==> config.mk <==
export PLATFORM = sky130hd
export DESIGN_NAME = boundary_predecode
export DESIGN_NICKNAME = d
export VERILOG_FILES = /design/src/rtl/bpd_pkg.sv /design/src/rtl/bpd_scanner.sv /design/src/rtl/bpd_mark_store.sv /design/src/rtl/boundary_predecode.sv
export SDC_FILE = /design/constraint.sdc
export NUM_CORES = 1
export LEC_CHECK = 0
export BUFFER_PORTS_ARGS = -buffer_cell sky130_fd_sc_hd__buf_2
export CAP_MARGIN = 20
export CORE_MARGIN = 3
export CORE_UTILIZATION = 50
export CTS_CLUSTER_SIZE = 14
export DETAILED_ROUTE_END_ITERATION = 10
export GPL_ROUTABILITY_DRIVEN = 1
export HOLD_SLACK_MARGIN = 0.15
export PLACE_DENSITY = 0.74
export SYNTH_ARGS = -nofsm -noshare
export SYNTH_HDL_FRONTEND = slang
export SYNTH_SLANG_ARGS = --single-unit
==> constraint.sdc <==
create_clock -name clk -period 11.26 [get_ports clk]
set_input_delay 0.563 -clock clk [delete_from_list [all_inputs] [get_ports clk]]
set_output_delay 0.563 -clock clk [all_outputs]
set_load 0.03 [all_outputs]
==> src/rtl/bpd_pkg.sv <==
package bpd_pkg;

    // Where the scanner stands before it consumes the next byte.
    typedef enum logic [2:0] {
        PH_START = 3'd0,   // next byte opens a new instruction
        PH_OPC   = 3'd1,   // prefix seen, opcode still expected
        PH_OPC2  = 3'd2,   // escape seen, second opcode byte expected
        PH_MODRM = 3'd3,   // ModRM byte expected, imm_left follows it
        PH_IMM   = 3'd4    // imm_left immediate bytes remain
    } phase_e;

    typedef struct packed {
        phase_e     phase;
        logic [2:0] imm_left;
    } carry_t;

    localparam carry_t CARRY_START = '{phase: PH_START, imm_left: 3'd0};

    // State after a byte in opcode position.
    function automatic carry_t classify(input logic [7:0] b);
        carry_t n;
        n = CARRY_START;
        if (b == 8'h66 || b == 8'hF0 || b == 8'hF2 || b == 8'hF3) begin
            n.phase = PH_OPC;
        end else if (b == 8'h0F) begin
            n.phase = PH_OPC2;
        end else if (b[7:6] == 2'b00 && b[2:0] < 3'd4) begin
            n.phase = PH_MODRM;
        end else if (b[7:6] == 2'b00 && b[2:0] == 3'd4) begin
            n.phase = PH_IMM; n.imm_left = 3'd1;
        end else if (b[7:6] == 2'b00 && b[2:0] == 3'd5) begin
            n.phase = PH_IMM; n.imm_left = 3'd4;
        end else if (b[7:4] == 4'h7 || b[7:3] == 5'b10110 || b == 8'hEB) begin
            n.phase = PH_IMM; n.imm_left = 3'd1;
        end else if (b[7:3] == 5'b10111 || b == 8'hE8 || b == 8'hE9) begin
            n.phase = PH_IMM; n.imm_left = 3'd4;
        end else if (b == 8'h81 || b == 8'hC7) begin
            n.phase = PH_MODRM; n.imm_left = 3'd4;
        end else if (b == 8'h80 || b == 8'h82 || b == 8'h83 || b == 8'hC6) begin
            n.phase = PH_MODRM; n.imm_left = 3'd1;
        end else if (b[7:4] == 4'h8) begin
            n.phase = PH_MODRM;
        end
        return n;
    endfunction

    // One byte of scanning.
    function automatic carry_t step(input carry_t st, input logic [7:0] b);
        carry_t n;
        n = CARRY_START;
        case (st.phase)
            PH_START, PH_OPC: n = classify(b);
            PH_OPC2:          n.phase = PH_MODRM;
            PH_MODRM: begin
                if (st.imm_left != 3'd0) begin
                    n.phase    = PH_IMM;
                    n.imm_left = st.imm_left;
                end
            end
            PH_IMM: begin
                if (st.imm_left > 3'd1) begin
                    n.phase    = PH_IMM;
                    n.imm_left = st.imm_left - 3'd1;
                end
            end
            default: n = CARRY_START;
        endcase
        return n;
    endfunction

endpackage

==> src/rtl/bpd_scanner.sv <==
module bpd_scanner
    import bpd_pkg::*;
#(
    parameter int CHUNK_BYTES = 8
) (
    input  carry_t                     carry_i,
    input  logic [8*CHUNK_BYTES-1:0]   bytes_i,
    output logic [CHUNK_BYTES-1:0]     marks_o,
    output carry_t                     carry_o
);

    // Byte-serial walk across the chunk; the state left by byte k
    // decides whether byte k+1 opens an instruction.
    always_comb begin
        carry_t c;
        c = carry_i;
        for (int k = 0; k < CHUNK_BYTES; k++) begin
            marks_o[k] = (c.phase == PH_START);
            c = step(c, bytes_i[8*k +: 8]);
        end
        carry_o = c;
    end

endmodule

==> src/rtl/bpd_mark_store.sv <==
module bpd_mark_store
    import bpd_pkg::*;
#(
    parameter int LINES       = 8,
    parameter int LINE_CHUNKS = 4,
    parameter int CHUNK_BYTES = 8
) (
    input  logic                           clk,
    input  logic                           rst_n,
    input  logic [$clog2(LINES)-1:0]       rd_line_i,
    input  logic [$clog2(LINE_CHUNKS)-1:0] rd_chunk_i,
    output logic                           rd_valid_o,
    output logic [CHUNK_BYTES-1:0]         rd_marks_o,
    output carry_t                         rd_carry_o,
    input  logic                           wr_en_i,
    input  logic [$clog2(LINES)-1:0]       wr_line_i,
    input  logic [$clog2(LINE_CHUNKS)-1:0] wr_chunk_i,
    input  logic [CHUNK_BYTES-1:0]         wr_marks_i,
    input  carry_t                         wr_carry_i,
    input  logic                           clr_en_i,
    input  logic [$clog2(LINES)-1:0]       clr_line_i
);

    localparam int LINE_W  = $clog2(LINES);
    localparam int CHUNK_W = $clog2(LINE_CHUNKS);
    localparam int SLOT_W  = LINE_W + CHUNK_W;
    localparam int SLOTS   = 1 << SLOT_W;

    logic [SLOTS-1:0]       valid_d, valid_q;
    logic [CHUNK_BYTES-1:0] marks_d [SLOTS];
    logic [CHUNK_BYTES-1:0] marks_q [SLOTS];
    carry_t                 ends_d  [SLOTS];
    carry_t                 ends_q  [SLOTS];
    logic [LINES-1:0]       line_any;

    assign rd_valid_o = valid_q[{rd_line_i, rd_chunk_i}];
    assign rd_marks_o = marks_q[{rd_line_i, rd_chunk_i}];
    assign rd_carry_o = ends_q[{rd_line_i, rd_chunk_i}];

    always_comb begin
        valid_d = valid_q;
        marks_d = marks_q;
        ends_d  = ends_q;
        if (wr_en_i) begin
            valid_d[{wr_line_i, wr_chunk_i}] = 1'b1;
            marks_d[{wr_line_i, wr_chunk_i}] = wr_marks_i;
            ends_d[{wr_line_i, wr_chunk_i}]  = wr_carry_i;
        end
        if (clr_en_i) begin
            for (int c = 0; c < LINE_CHUNKS; c++) begin
                valid_d[{clr_line_i, CHUNK_W'(c)}] = 1'b0;
            end
        end
    end

    always_ff @(posedge clk) begin
        if (!rst_n) begin
            valid_q <= '0;
        end else begin
            valid_q <= valid_d;
            marks_q <= marks_d;
            ends_q  <= ends_d;
        end
    end

    // Per-line summary used to check invalidation.
    for (genvar g = 0; g < LINES; g++) begin : g_line
        assign line_any[g] = |valid_q[g*LINE_CHUNKS +: LINE_CHUNKS];
    end

    assert_refill_clears_R6: assert property (@(posedge clk) disable iff (!rst_n)
        clr_en_i |=> !line_any[$past(clr_line_i)]);

endmodule

==> src/rtl/boundary_predecode.sv <==
module boundary_predecode
    import bpd_pkg::*;
#(
    parameter int CHUNK_BYTES = 8,
    parameter int LINES       = 8,
    parameter int LINE_CHUNKS = 4,
    parameter int PRE_STAGES  = 3
) (
    input  logic                           clk,
    input  logic                           rst_n,
    input  logic                           fetch_valid_i,
    output logic                           fetch_ready_o,
    input  logic [$clog2(LINES)-1:0]       fetch_line_i,
    input  logic [$clog2(LINE_CHUNKS)-1:0] fetch_chunk_i,
    input  logic                           fetch_restart_i,
    input  logic [8*CHUNK_BYTES-1:0]       fetch_bytes_i,
    input  logic                           refill_i,
    input  logic [$clog2(LINES)-1:0]       refill_line_i,
    output logic                           out_valid_o,
    output logic [8*CHUNK_BYTES-1:0]       out_bytes_o,
    output logic [CHUNK_BYTES-1:0]         out_marks_o
);

    localparam int LINE_W  = $clog2(LINES);
    localparam int CHUNK_W = $clog2(LINE_CHUNKS);
    localparam int DATA_W  = 8 * CHUNK_BYTES;
    localparam int CNT_W   = $clog2(PRE_STAGES + 1);

    typedef struct packed {
        logic                   busy;
        logic [CNT_W-1:0]       cnt;
        logic                   stale;
        logic [LINE_W-1:0]      line;
        logic [CHUNK_W-1:0]     chunk;
        logic [DATA_W-1:0]      bytes;
        carry_t                 pend_carry;
        carry_t                 carry;
        logic                   out_valid;
        logic [DATA_W-1:0]      out_bytes;
        logic [CHUNK_BYTES-1:0] out_marks;
    } st_t;

    st_t st_d, st_q;

    logic                   rd_valid;
    logic [CHUNK_BYTES-1:0] rd_marks;
    carry_t                 rd_carry;
    logic [CHUNK_BYTES-1:0] scan_marks;
    carry_t                 scan_carry;
    logic                   refill_hits_fetch;
    logic                   refill_hits_pend;
    logic                   hit;
    logic                   accept;
    logic                   finish;
    logic                   wr_en;

    bpd_mark_store #(
        .LINES       (LINES),
        .LINE_CHUNKS (LINE_CHUNKS),
        .CHUNK_BYTES (CHUNK_BYTES)
    ) i_store (
        .clk        (clk),
        .rst_n      (rst_n),
        .rd_line_i  (fetch_line_i),
        .rd_chunk_i (fetch_chunk_i),
        .rd_valid_o (rd_valid),
        .rd_marks_o (rd_marks),
        .rd_carry_o (rd_carry),
        .wr_en_i    (wr_en),
        .wr_line_i  (st_q.line),
        .wr_chunk_i (st_q.chunk),
        .wr_marks_i (scan_marks),
        .wr_carry_i (scan_carry),
        .clr_en_i   (refill_i),
        .clr_line_i (refill_line_i)
    );

    bpd_scanner #(
        .CHUNK_BYTES (CHUNK_BYTES)
    ) i_scan (
        .carry_i (st_q.pend_carry),
        .bytes_i (st_q.bytes),
        .marks_o (scan_marks),
        .carry_o (scan_carry)
    );

    assign refill_hits_fetch = refill_i && (refill_line_i == fetch_line_i);
    assign refill_hits_pend  = refill_i && (refill_line_i == st_q.line);
    assign hit               = rd_valid && !refill_hits_fetch;
    assign accept            = fetch_valid_i && !st_q.busy;
    assign finish            = st_q.busy && (st_q.cnt == '0);
    assign wr_en             = finish && !st_q.stale && !refill_hits_pend;

    always_comb begin
        st_d           = st_q;
        st_d.out_valid = 1'b0;
        if (accept) begin
            if (hit) begin
                st_d.out_valid = 1'b1;
                st_d.out_bytes = fetch_bytes_i;
                st_d.out_marks = rd_marks;
                st_d.carry     = rd_carry;
            end else begin
                st_d.busy       = 1'b1;
                st_d.cnt        = CNT_W'(PRE_STAGES - 1);
                st_d.stale      = 1'b0;
                st_d.line       = fetch_line_i;
                st_d.chunk      = fetch_chunk_i;
                st_d.bytes      = fetch_bytes_i;
                st_d.pend_carry = fetch_restart_i ? CARRY_START : st_q.carry;
            end
        end else if (st_q.busy) begin
            if (refill_hits_pend) begin
                st_d.stale = 1'b1;
            end
            if (finish) begin
                st_d.busy      = 1'b0;
                st_d.out_valid = 1'b1;
                st_d.out_bytes = st_q.bytes;
                st_d.out_marks = scan_marks;
                st_d.carry     = scan_carry;
            end else begin
                st_d.cnt = st_q.cnt - CNT_W'(1);
            end
        end
    end

    always_ff @(posedge clk) begin
        if (!rst_n) begin
            st_q <= '0;
        end else begin
            st_q <= st_d;
        end
    end

    assign fetch_ready_o = !st_q.busy;
    assign out_valid_o   = st_q.out_valid;
    assign out_bytes_o   = st_q.out_bytes;
    assign out_marks_o   = st_q.out_marks;

    assert_hit_next_R4: assert property (@(posedge clk) disable iff (!rst_n)
        (fetch_valid_i && fetch_ready_o && hit) |=> (out_valid_o && fetch_ready_o));

    assert_miss_stall_R5: assert property (@(posedge clk) disable iff (!rst_n)
        (fetch_valid_i && fetch_ready_o && !hit) |=> (!out_valid_o && !fetch_ready_o));

    assert_first_mark_R3: assert property (@(posedge clk) disable iff (!rst_n)
        (st_q.busy && st_q.pend_carry.phase != PH_START) |-> !scan_marks[0]);

    assert_restart_mark_R8: assert property (@(posedge clk) disable iff (!rst_n)
        (st_q.busy && st_q.pend_carry.phase == PH_START) |-> scan_marks[0]);

endmodule

==> results.py, run 1 <==
metrics = {
    "run_status": {
        "status": "completed",
    },
    "die": {
        "initial_core_util": 0.509,
        "core_mm2": 0.0567,
        "die_y_um": 246,
        "core.rowCount": 87,
        "ioPinCount": 151,
        "die_w_um": 246,
        "die_area_mm2": 0.0606,
    },
    "synth": {
        "synth_cells": 2160,
        "synth_edf_count": 448,
        "yosys_register_bits": 638,
        "synth_top_area_frac": 0.466,
        "yosys-top-cells-count": "448 x edfxtp_1, 210 x nor2_1, 190 x dfxtp_1",
        "yosysTopAreaCell": "edfxtp_1",
        "synth_cell_types": 103,
        "synth.most_common_cell": "edfxtp_1",
        "yosys_warnings": 0,
        "synthArstFlopShare": 0,
        "synth_area_leaders": "edfxtp_1 47%, dfxtp_1 13%, mux4_2 12%",
        "syn-num-nets": 2262,
        "synth-seq-area-share": 0.598,
        "syn_avg_cell_area_um2": 13.4,
        "netlist_area_mm2": 0.0289,
        "yosys_most_used_dff": "edfxtp_1",
    },
    "critical_path": {
        "ff2ff_path_depth": 46,
        "end_kind": "register",
        "critPathMaxStageDelay_ns": 0.44,
        "cpMaxStageDelayCell": "dfxtp_1",
        "arrival_ns": 10.95,
        "r2r-end": "i_store.ends_q[182]$_DFFE_PP_",
        "crit_path_start_kind": "register",
        "path_class": "register to register",
        "cp.depth": 46,
        "required_ns": 11.67,
        "crit_buf_inv": 8,
        "r2r_slack_ns": 0.72,
        "cp_top_family": "simple AND/OR/NAND/NOR gates",
        "worst_path_most_repeated_cell": "ha_1",
        "reg2reg_from": "st_q[91]$_SDFFE_PN0P_",
        "cp_max_fo": 32,
    },
    "flow_run": {
        "maxCapViolCount": 0,
    },
    "layout": {
        "post-route-cell-area_mm2": 0.0318,
        "drive_above_1_share": 0.239,
        "area_growth_pct": 10.1,
        "num-nets-final": 2283,
    },
    "global_route": {
        "grt_use_met2": 0.388,
        "grt_max_degree": 82,
        "globalRouteMet1Util": 0.281,
        "top_usage_layer": "met2",
        "use_met3": 0.0266,
        "grt-ovfl-total": 0,
        "antenna_found_initial": 2,
        "grt_use_total": 0.221,
        "grt_pass1_vias": 18400,
        "grt_pass1_wl_um": 105000,
    },
    "timing": {
        "clock_skew_ns": 0.0178,
        "finalSetupViolations": 0,
        "min_period_ns": 10.54,
        "period_share": 0.936,
        "rsz0062_at_grt": "no",
        "hold-worst-slack_ns": 0.196,
        "finalMaxSlewViolations": 0,
        "hold_viol": 0,
        "slew_headroom": 0.249,
        "tightestPinTransition_ns": 1.13,
        "setup-tns-final_ns": 0,
        "fmaxAchievable_mhz": 94.9,
    },
    "clocking": {
        "clockBufferDepth": 3,
        "clkTransAtPathRegs_ns": 0.06,
        "cts_buffers": 59,
        "clock_latency_ns": 0.62,
        "htree_levels": 2,
        "cts_tree": "built",
        "cts.sinks": 638,
        "cts_root_buf": "clkbuf_16",
    },
    "routing": {
        "vias": 18400,
        "antenna_left": 0,
        "drt_first_pass_iters": 6,
        "routed_via_density": 6.18,
        "wl_um": 67700,
        "wire_per_inst_um": 22.7,
        "remaining_drc_errors": 0,
        "drtIter0Drc": 1855,
    },
    "power": {
        "power_density_mw_per_mm2": 171,
        "p_total_mw": 5.42,
        "p_leak_nw": 10.7,
        "irDropWorstVdd_v": 0.000122,
    },
    "worst_hold_path": {
        "hold_start": "fetch_bytes_i[59]",
        "hold_class": "primary input to register",
        "holdPathStages": 3,
        "worstHoldEndpoint": "st_q[144]$_SDFFE_PN0P_",
    },
    "place": {
        "dp_hpwl_um": 42500,
        "post_dp_cell_area_mm2": 0.0298,
        "portBuffers": 150,
        "place.gp.congestion": 0.865,
    },
}
[layer usage]
layer | routed length, um | part of all wire | up-vias
met3 | 4250 | 0.063 | 150
met1 | 26300 | 0.39 | 9311
met5 | 0 | 0 | -
met4 | 2160 | 0.032 | 0
li1 | - | - | 8234
met2 | 35000 | 0.52 | 739
[worst max path at each step]
stage | from | to
2_1_floorplan | st_q[90]$_SDFFE_PN0P_ | i_store.ends_q[100]$_DFFE_PP_
3_3_place_gp | st_q[87]$_SDFFE_PN0P_ | i_store.ends_q[126]$_DFFE_PP_
4_1_cts | st_q[87]$_SDFFE_PN0P_ | i_store.ends_q[144]$_DFFE_PP_
6_report | st_q[91]$_SDFFE_PN0P_ | i_store.ends_q[182]$_DFFE_PP_
5_1_grt | st_q[88]$_SDFFE_PN0P_ | i_store.ends_q[188]$_DFFE_PP_
3_5_place_dp | st_q[87]$_SDFFE_PN0P_ | i_store.ends_q[156]$_DFFE_PP_
[sequential cells by signal, indices dropped and copies added (netlist names)]
register / flops
i_store.marks_q: 256
i_store.ends_q: 192
st_q: 85
out_bytes_o: 64
i_store.valid_q: 32
out_marks_o: 8
out_valid_o: 1
[per-stage QoR]
stage               cells  setup WS [ns]  utilization
global route         2982         0.0867        0.560
global placement     2866          0.574        0.524
CTS                  2973          0.177        0.557
floorplan            2160           1.30            -
detailed placement   2868          0.242        0.525
finish               2982          0.721        0.560
[tightest hold or removal path, stage by stage]
cell and delay (ns):
buf_2 0.09, mux2i_1 0.06, nor2_1 0.07
[final cells by class]
| cell class | instances | area (um^2) |
|---|---|---|
| flip-flops and latches | 638 | 17300 |
| diodes | 1 | 2.50 |
| inverters | 36 | 138 |
| well taps | 756 | 946 |
| repair buffers | 184 | 1110 |
| clock buffers | 80 | 1630 |
| clock inverters | 25 | 206 |
| fillers | 4332 | 24900 |
| multi-input cells | 1262 | 10500 |
[timing repair]
action                                  in CTS  in global routing
endpoints found under the setup margin       0                 96
hold buffers                                 0                  0
buffers inserted                             0                  0
resized for setup                            0                  6
[layout by cell type, fill, tap and decap left out, types with 17 or more instances in the layout]
| cell type | instances |
|---|---|
| a21oi_1 | 153 |
| a22oi_1 | 78 |
| buf_2 | 148 |
| buf_4 | 25 |
| clkbuf_16 | 59 |
| dfxtp_1 | 189 |
| edfxtp_1 | 448 |
| ha_1 | 25 |
| inv_1 | 33 |
| mux2i_1 | 73 |
| mux4_2 | 150 |
| nand2_1 | 139 |
| nand2b_1 | 19 |
| nand3_1 | 23 |
| nor2_1 | 180 |
| nor2_2 | 29 |
| nor2b_1 | 19 |
| nor3_1 | 30 |
| o21ai_0 | 47 |
| or3_1 | 17 |
[logic make-up (layout without fill, tap and decap cells)]
| logic type | after synthesis | in the layout | share of synthesized area |
|---|---|---|---|
| AO/OA/AOI/OAI | 419 | 419 | 0.0982 |
| XOR/XNOR | 5 | 5 | 0.00152 |
| adder cells (fa/ha/maj) | 25 | 25 | 0.0108 |
| buffers and inverters | 260 | 325 | 0.0445 |
| flip-flops | 638 | 638 | 0.598 |
| multiplexers | 239 | 239 | 0.149 |
| other | 0 | 1 | 0 |
| AND/OR/NAND/NOR | 574 | 574 | 0.0983 |
[where the power goes]
| part | leakage [nW] | internal [mW] | switching [mW] | total [mW] |
|---|---|---|---|---|
| sequential | 5.43 | 2.72 | 0.0518 | 2.77 |
| combinational | 4.35 | 0.248 | 0.483 | 0.731 |
| clock | 0.901 | 1.07 | 0.840 | 1.92 |
| total | 10.7 | 4.05 | 1.37 | 5.42 |
Power figures use the tool's default switching activity.
==> run 2: changes to the inputs <==
Settings changed: ABC_AREA set to 1, RECOVER_POWER set to 25.
==> run 2 against run 1 <==
Net effect: the flow now finishes with violations (capacitance limit, slew limit); synthesized area hardly changed; sequential power grew 13%; die area is essentially flat; register-to-register slack improved by 2.2 ns; count of clock-buffer cells in the layout up 12; synthesized cell count increased by 38%; first-iteration DRC count is 35% higher; cell count is 28% higher; global-route usage is 3.4 points higher; final area up 0.72%; critical path type unchanged.
==> results.py, run 2 <==
metrics = {
    "clocking": {
        "cts_tree": "built",
        "htree_levels": 3,
        "hold_buffers": 0,
        "clkTransAtPathRegs_ns": 0.06,
        "clockBufferDepth": 3,
        "clock_latency_ns": 0.60,
        "cts_resized": 0,
        "cts_setup_buffers": 0,
        "cts.sinks": 638,
        "cts_root_buf": "clkbuf_16",
        "cts_buffers": 67,
    },
    "layout": {
        "num-fill-cells": 4732,
        "regMostFlops": "i_store.marks_q",
        "largest_reg_flops": 256,
        "top_regs": "i_store.marks_q x256, i_store.ends_q x192, st_q x85",
        "num-nets-final": 3101,
        "final_cell_count_no_fill": 3808,
        "final_common_cell": "nand2_1",
        "final_cell_mix": "615 x nand2_1, 448 x edfxtp_1, 337 x a21oi_1",
        "area_growth_pct": 10.9,
        "drive_above_1_share": 0.104,
    },
    "power": {
        "power_density_mw_per_mm2": 215,
        "irDropWorstVdd_v": 0.000163,
        "p_leak_nw": 11.3,
    },
    "timing": {
        "rsz0062_at_grt": "no",
        "hold-worst-slack_ns": 0.234,
        "clock_skew_ns": 0.0160,
        "setup-tns-final_ns": 0,
        "fmaxAchievable_mhz": 119,
        "min_period_ns": 8.38,
        "tightestPinTransition_ns": 1.99,
        "slew_headroom": -0.328,
        "period_share": 0.744,
        "hold_viol": 0,
        "finalSetupViolations": 0,
        "finalMaxSlewViolations": 115,
    },
    "global_route": {
        "grt_pass1_wl_um": 122000,
        "antenna_found_initial": 1,
        "grt_max_degree": 98,
        "grt-ovfl-total": 0,
        "grt_pass1_vias": 22600,
        "grt_use_total": 0.255,
    },
    "routing": {
        "drt_first_pass_iters": 5,
        "routed_via_density": 5.98,
        "antenna_left": 0,
        "vias": 22800,
        "drtIter0Drc": 2499,
        "wire_per_inst_um": 20.4,
        "wl_um": 77700,
        "remaining_drc_errors": 0,
    },
    "synth": {
        "synth_cell_types": 55,
        "synth_xor_area_frac": 0.000911,
        "yosys.area_share.simple": 0.162,
        "synth_area_leaders": "edfxtp_1 47%, dfxtp_1 13%, nand2_1 8.0%",
        "synth_edf_count": 448,
        "yosys_register_bits": 638,
        "netlist_area_mm2": 0.0288,
        "synth_top_area_frac": 0.466,
        "yosys_warnings": 0,
        "synth-seq-area-share": 0.598,
        "yosys-top-cells-count": "615 x nand2_1, 448 x edfxtp_1, 337 x a21oi_1",
        "synth_mux_area_frac": 0,
        "synth_top_family_by_area": "simple AND/OR/NAND/NOR gates",
        "synth_compound_area_frac": 0.162,
        "syn_avg_cell_area_um2": 9.71,
        "syn-num-nets": 3073,
        "yosysTopAreaCell": "edfxtp_1",
        "synth.most_common_cell": "nand2_1",
        "synth_cells": 2971,
        "yosys_most_used_dff": "edfxtp_1",
        "synthArstFlopShare": 0,
        "synth_fa_ha_area_frac": 0.0108,
    },
    "die": {
        "initial_core_util": 0.509,
        "ioPinCount": 151,
        "core_mm2": 0.0567,
        "core.rowCount": 87,
        "die_y_um": 246,
        "die_w_um": 246,
        "die_area_mm2": 0.0606,
    },
    "critical_path": {
        "cpMaxStageDelayCell": "nand2_2",
        "path_class": "register to register",
        "worst_path_most_repeated_cell": "nand2_1",
        "end_kind": "register",
        "reg2reg_from": "st_q[80]$_SDFFE_PN0P_",
        "required_ns": 11.77,
        "cp_max_fo": 33,
        "crit_path_start_kind": "register",
        "arrival_ns": 8.89,
        "critPathLaunch": "st_q[80]$_SDFFE_PN0P_",
        "critPathMaxStageDelay_ns": 0.42,
    },
    "place": {
        "dp_hpwl_um": 47700,
        "place_inst": 3681,
        "portBuffers": 150,
        "place.gp.congestion": 0.893,
    },
    "worst_hold_path": {
        "hold_start": "fetch_bytes_i[61]",
        "hold_class": "primary input to register",
    },
    "flow_run": {
        "maxCapViolCount": 3,
    },
    "run_status": {
        "status": "finished, violations left",
        "violations": "capacitance limit, slew limit",
    },
}
## run 2: changes by cell type after synthesis, moves of 36 or more
cell      delta
nand2_1    +475
a21oi_1    +184
mux4_2     -150
inv_1      +131
o21ai_0    +116
mux2i_1     -73
a32o_1      +54
nand3_1     +49
a221oi_1    +36
nor2_1      +36
## run 2: report_power, final
part	leakage [nW]	internal (mW)	switching, mW	total (mW)
Clock	1.03	1.25	0.901	2.15
Sequential	5.48	3.08	0.0553	3.13
Combinational	4.75	0.403	1.20	1.60
## run 2: logic make-up (layout without fill, tap and decap cells)
| logic type | after synthesis | count (layout) |
|---|---|---|
| XOR/XNOR | 3 | 3 |
| buffers and inverters | 432 | 512 |
| AND/OR/NAND/NOR | 1102 | 1102 |
| flip-flops | 638 | 638 |
| AO/OA/AOI/OAI | 771 | 771 |
| adder cells (fa/ha/maj) | 25 | 25 |
| other | 0 | 1 |
## run 2: area by class of cell
| cell class | count | area [um^2] | area share |
|---|---|---|---|
| Antenna cell | 1 | 2.50 | 0.0000782 |
| Clock buffer | 92 | 1850 | 0.0580 |
| Clock inverter | 29 | 283 | 0.00884 |
| Inverter | 200 | 761 | 0.0238 |
| Multi-Input combinational cell | 1901 | 9910 | 0.310 |
| Sequential cell | 638 | 17300 | 0.539 |
| Tap cell | 756 | 946 | 0.0296 |
| Timing Repair Buffer | 191 | 985 | 0.0308 |
## run 2: critical path, delay by kind of cell (launching register included)
family,cells,cell delay (ns)
AND/OR/NAND/NOR,28,3.16
adder cells (fa/ha/maj),15,2.98
buffers and inverters,17,1.00
AO/OA/AOI/OAI,5,0.81
flip-flops,1,0.32
## run 2: per-stage QoR
step | util | power (mW) | worst slack (ns) | instance area (um^2)
6_report | 0.564 | 6.89 | 2.88 | 32000
5_1_grt | 0.564 | 7.17 | 2.08 | 32000
4_1_cts | 0.566 | 6.82 | 2.89 | 32100
3_5_place_dp | 0.528 | 4.68 | 2.98 | 30000
3_3_place_gp | 0.528 | 4.63 | 3.45 | 30000
2_1_floorplan | - | 4.13 | 3.93 | 28800
## run 2: per-layer routing
metal | up-vias | track usage | wire length, um
met4 | 0 | 0.108 | 3140
li1 | 10500 | - | -
met3 | 192 | 0.0473 | 6460
met2 | 1064 | 0.412 | 36600
met1 | 11000 | 0.339 | 31400
met5 | - | 0 | 0
## run 2: worst paths after layout
check,cells past startpoint,end,slack [ns]
max,65,st_q[73]$_SDFFE_PN0P_,2.88
min,3,out_bytes_o[61]$_SDFFE_PN0P_,0.23
max reg2reg,65,st_q[73]$_SDFFE_PN0P_,2.88
min reg2reg,2,i_store.valid_q[19]$_SDFF_PN0_,0.46
==> run 3: changes to the inputs <==
Settings changed: ABC_AREA 1 to 0, PLACE_DENSITY 0.74 to 0.77.
Clock period 11.26 ns to 6.9 ns, I/O delays scaled along.
==> run 3 against run 2 <==
Net effect: critical endpoint is now i_store.ends_q[92]$_DFFE_PP_; the run ends with capacitance limit, slew limit, setup timing left; first-iteration DRC count shrank 13%; maximum frequency shrank 3.3%; routed wire length grew 5.2%; combinational power grew 17%; worst hold slack lost 0.053 ns; clock power grew 66%; core utilization grew 5.6 points; critical path type unchanged; register-to-register slack lost 4.7 ns; power grew 45%; critical path depth shrank 18; die area is essentially flat.
==> results.py, run 3 (synthesized netlist as in run 1, its figures left out) <==
metrics = {
    "run_status": {
        "status": "finished, violations left",
        "violations": "capacitance limit, slew limit, setup timing",
    },
    "power": {
        "power_frac_seq": 0.453,
        "power_density_mw_per_mm2": 283,
        "power_frac_comb": 0.189,
        "irDropWorstVdd_v": 0.000167,
        "p_leak_nw": 12.1,
        "p_sw_mw": 2.65,
        "intPower_mw": 7.30,
        "clkPwrFrac": 0.357,
        "p_total_mw": 9.95,
        "power.share.switching": 0.266,
    },
    "clocking": {
        "cts_tree": "built",
        "cts_buffers": 66,
        "cts.sinks": 638,
        "htree_levels": 3,
        "clock_latency_ns": 0.62,
        "clockBufferDepth": 3,
        "clkTransAtPathRegs_ns": 0.06,
        "cts_root_buf": "clkbuf_16",
    },
    "critical_path": {
        "critPathMaxStageDelay_ns": 0.39,
        "cpMaxStageDelayCell": "or3_4",
        "end_kind": "register",
        "path_class": "register to register",
        "crit_path_start_kind": "register",
        "worst_path_most_repeated_cell": "ha_4",
        "arrival_ns": 9.04,
        "cp_max_fo": 8,
        "required_ns": 7.27,
        "ff2ff_path_depth": 47,
    },
    "layout": {
        "num-nets-final": 2590,
        "num-fill-cells": 3990,
        "area_growth_pct": 22.0,
        "antenna_cells": 0,
        "final_cell_count_no_fill": 3295,
        "register_area_mm2": 0.0173,
        "drive_above_1_share": 0.301,
        "final_core_util": 0.621,
        "final_common_cell": "edfxtp_1",
        "multi_input_area_mm2": 0.0110,
        "final_cell_mix": "448 x edfxtp_1, 225 x buf_4, 183 x dfxtp_1",
        "top_regs": "i_store.marks_q x256, i_store.ends_q x192, st_q x85",
        "regMostFlops": "i_store.marks_q",
        "largest_reg_flops": 256,
    },
    "routing": {
        "remaining_drc_errors": 0,
        "vias": 20600,
        "wl_um": 81700,
        "routed_via_density": 6.27,
        "drtIter0Drc": 2185,
        "drt_first_pass_iters": 6,
        "antenna_left": 0,
        "wire_per_inst_um": 24.8,
    },
    "timing": {
        "rsz0062_at_grt": "yes",
        "min_period_ns": 8.67,
        "tightestPinTransition_ns": 3.74,
        "slew_headroom": -1.49,
        "finalMaxSlewViolations": 127,
        "setup_ws_ns": -1.77,
        "hold_viol": 0,
        "clock_skew_ns": 0.0263,
        "hold-worst-slack_ns": 0.181,
        "fmaxAchievable_mhz": 115,
        "finalSetupViolations": 276,
        "period_share": 1.26,
    },
    "die": {
        "ioPinCount": 151,
        "die_w_um": 246,
        "core_mm2": 0.0567,
        "die_area_mm2": 0.0606,
        "die_y_um": 246,
        "initial_core_util": 0.509,
        "core.rowCount": 87,
    },
    "global_route": {
        "grt_max_degree": 83,
        "grt_pass1_vias": 20700,
        "grt-ovfl-total": 0,
        "grt_pass1_wl_um": 121000,
        "grt_use_total": 0.262,
        "antenna_found_initial": 0,
    },
    "place": {
        "dp_hpwl_um": 46000,
        "place_inst": 3063,
        "place.gp.congestion": 0.886,
        "portBuffers": 150,
    },
    "worst_hold_path": {
        "hold_class": "primary input to register",
        "holdPathStages": 3,
    },
    "flow_run": {
        "maxCapViolCount": 3,
    },
}
## run 3: repair_timing
| item | CTS | global route |
|---|---|---|
| resized for setup | 45 | 31 |
| hold buffers | 66 | 0 |
| buffers inserted | 22 | 11 |
| setup endpoints to repair | 264 | 265 |
| gates cloned | 7 | 1 |
| endpoints found under the hold margin | 129 | 0 |
| pin swaps | 35 | 26 |
## run 3: final cells by class
cell class	count	area share
well taps	756	0.0269
repair buffers	483	0.105
clock buffers	90	0.0524
inverters	36	0.00412
flip-flops and latches	638	0.491
clock inverters	29	0.00885
multi-input cells	1263	0.312
## run 3: worst paths after layout
kind | start | to | slack [ns]
hold / removal | fetch_chunk_i[0] | st_q[149]$_SDFFE_PN0P_ | 0.18
hold reg to reg | out_bytes_o[44]$_SDFFE_PN0P_ | out_bytes_o[44]$_SDFFE_PN0P_ | 0.45
setup / recovery | st_q[86]$_SDFFE_PN0P_ | i_store.ends_q[92]$_DFFE_PP_ | -1.77
setup reg to reg | st_q[86]$_SDFFE_PN0P_ | i_store.ends_q[92]$_DFFE_PP_ | -1.77
## run 3: per-stage QoR
stage / setup WS (ns) / instance area [um^2] / setup TNS [ns]
finish: -1.77 / 35200 / -366.10
global route: -2.09 / 35200 / -468.03
CTS: -1.65 / 35000 / -339.18
detailed placement: -1.89 / 31600 / -382.03
global placement: -1.67 / 31600 / -326.04
floorplan: -1.76 / 29100 / -397.69
## run 3: power groups by stage
stage	clock network (mW)	registers, mW	logic, mW
final	3.56	4.51	1.88
after global routing	3.73	4.52	1.99
after CTS	3.58	4.51	1.79
after detailed placement	0	4.59	1.55
after global placement	0	4.58	1.48
after floorplan	0	4.55	0.874
## run 3: worst max-delay path, delay by kind of cell, from the launching register on
kind | cells | cell delay [ns]
buf+inv | 8 | 0.85
fa+ha+maj | 12 | 2.13
mux | 1 | 0.28
compound gates | 11 | 1.83
simple gates | 15 | 2.94
flops | 1 | 0.34
## run 3: metal layers
metal  wire length (um)  global-route usage  up-vias
met2              41600               0.458     1241
met4               4200               0.127        0
met3               6590              0.0404      341
li1                   -                   -     8874
met1              29300               0.317    10200
met5                  0                   0        -
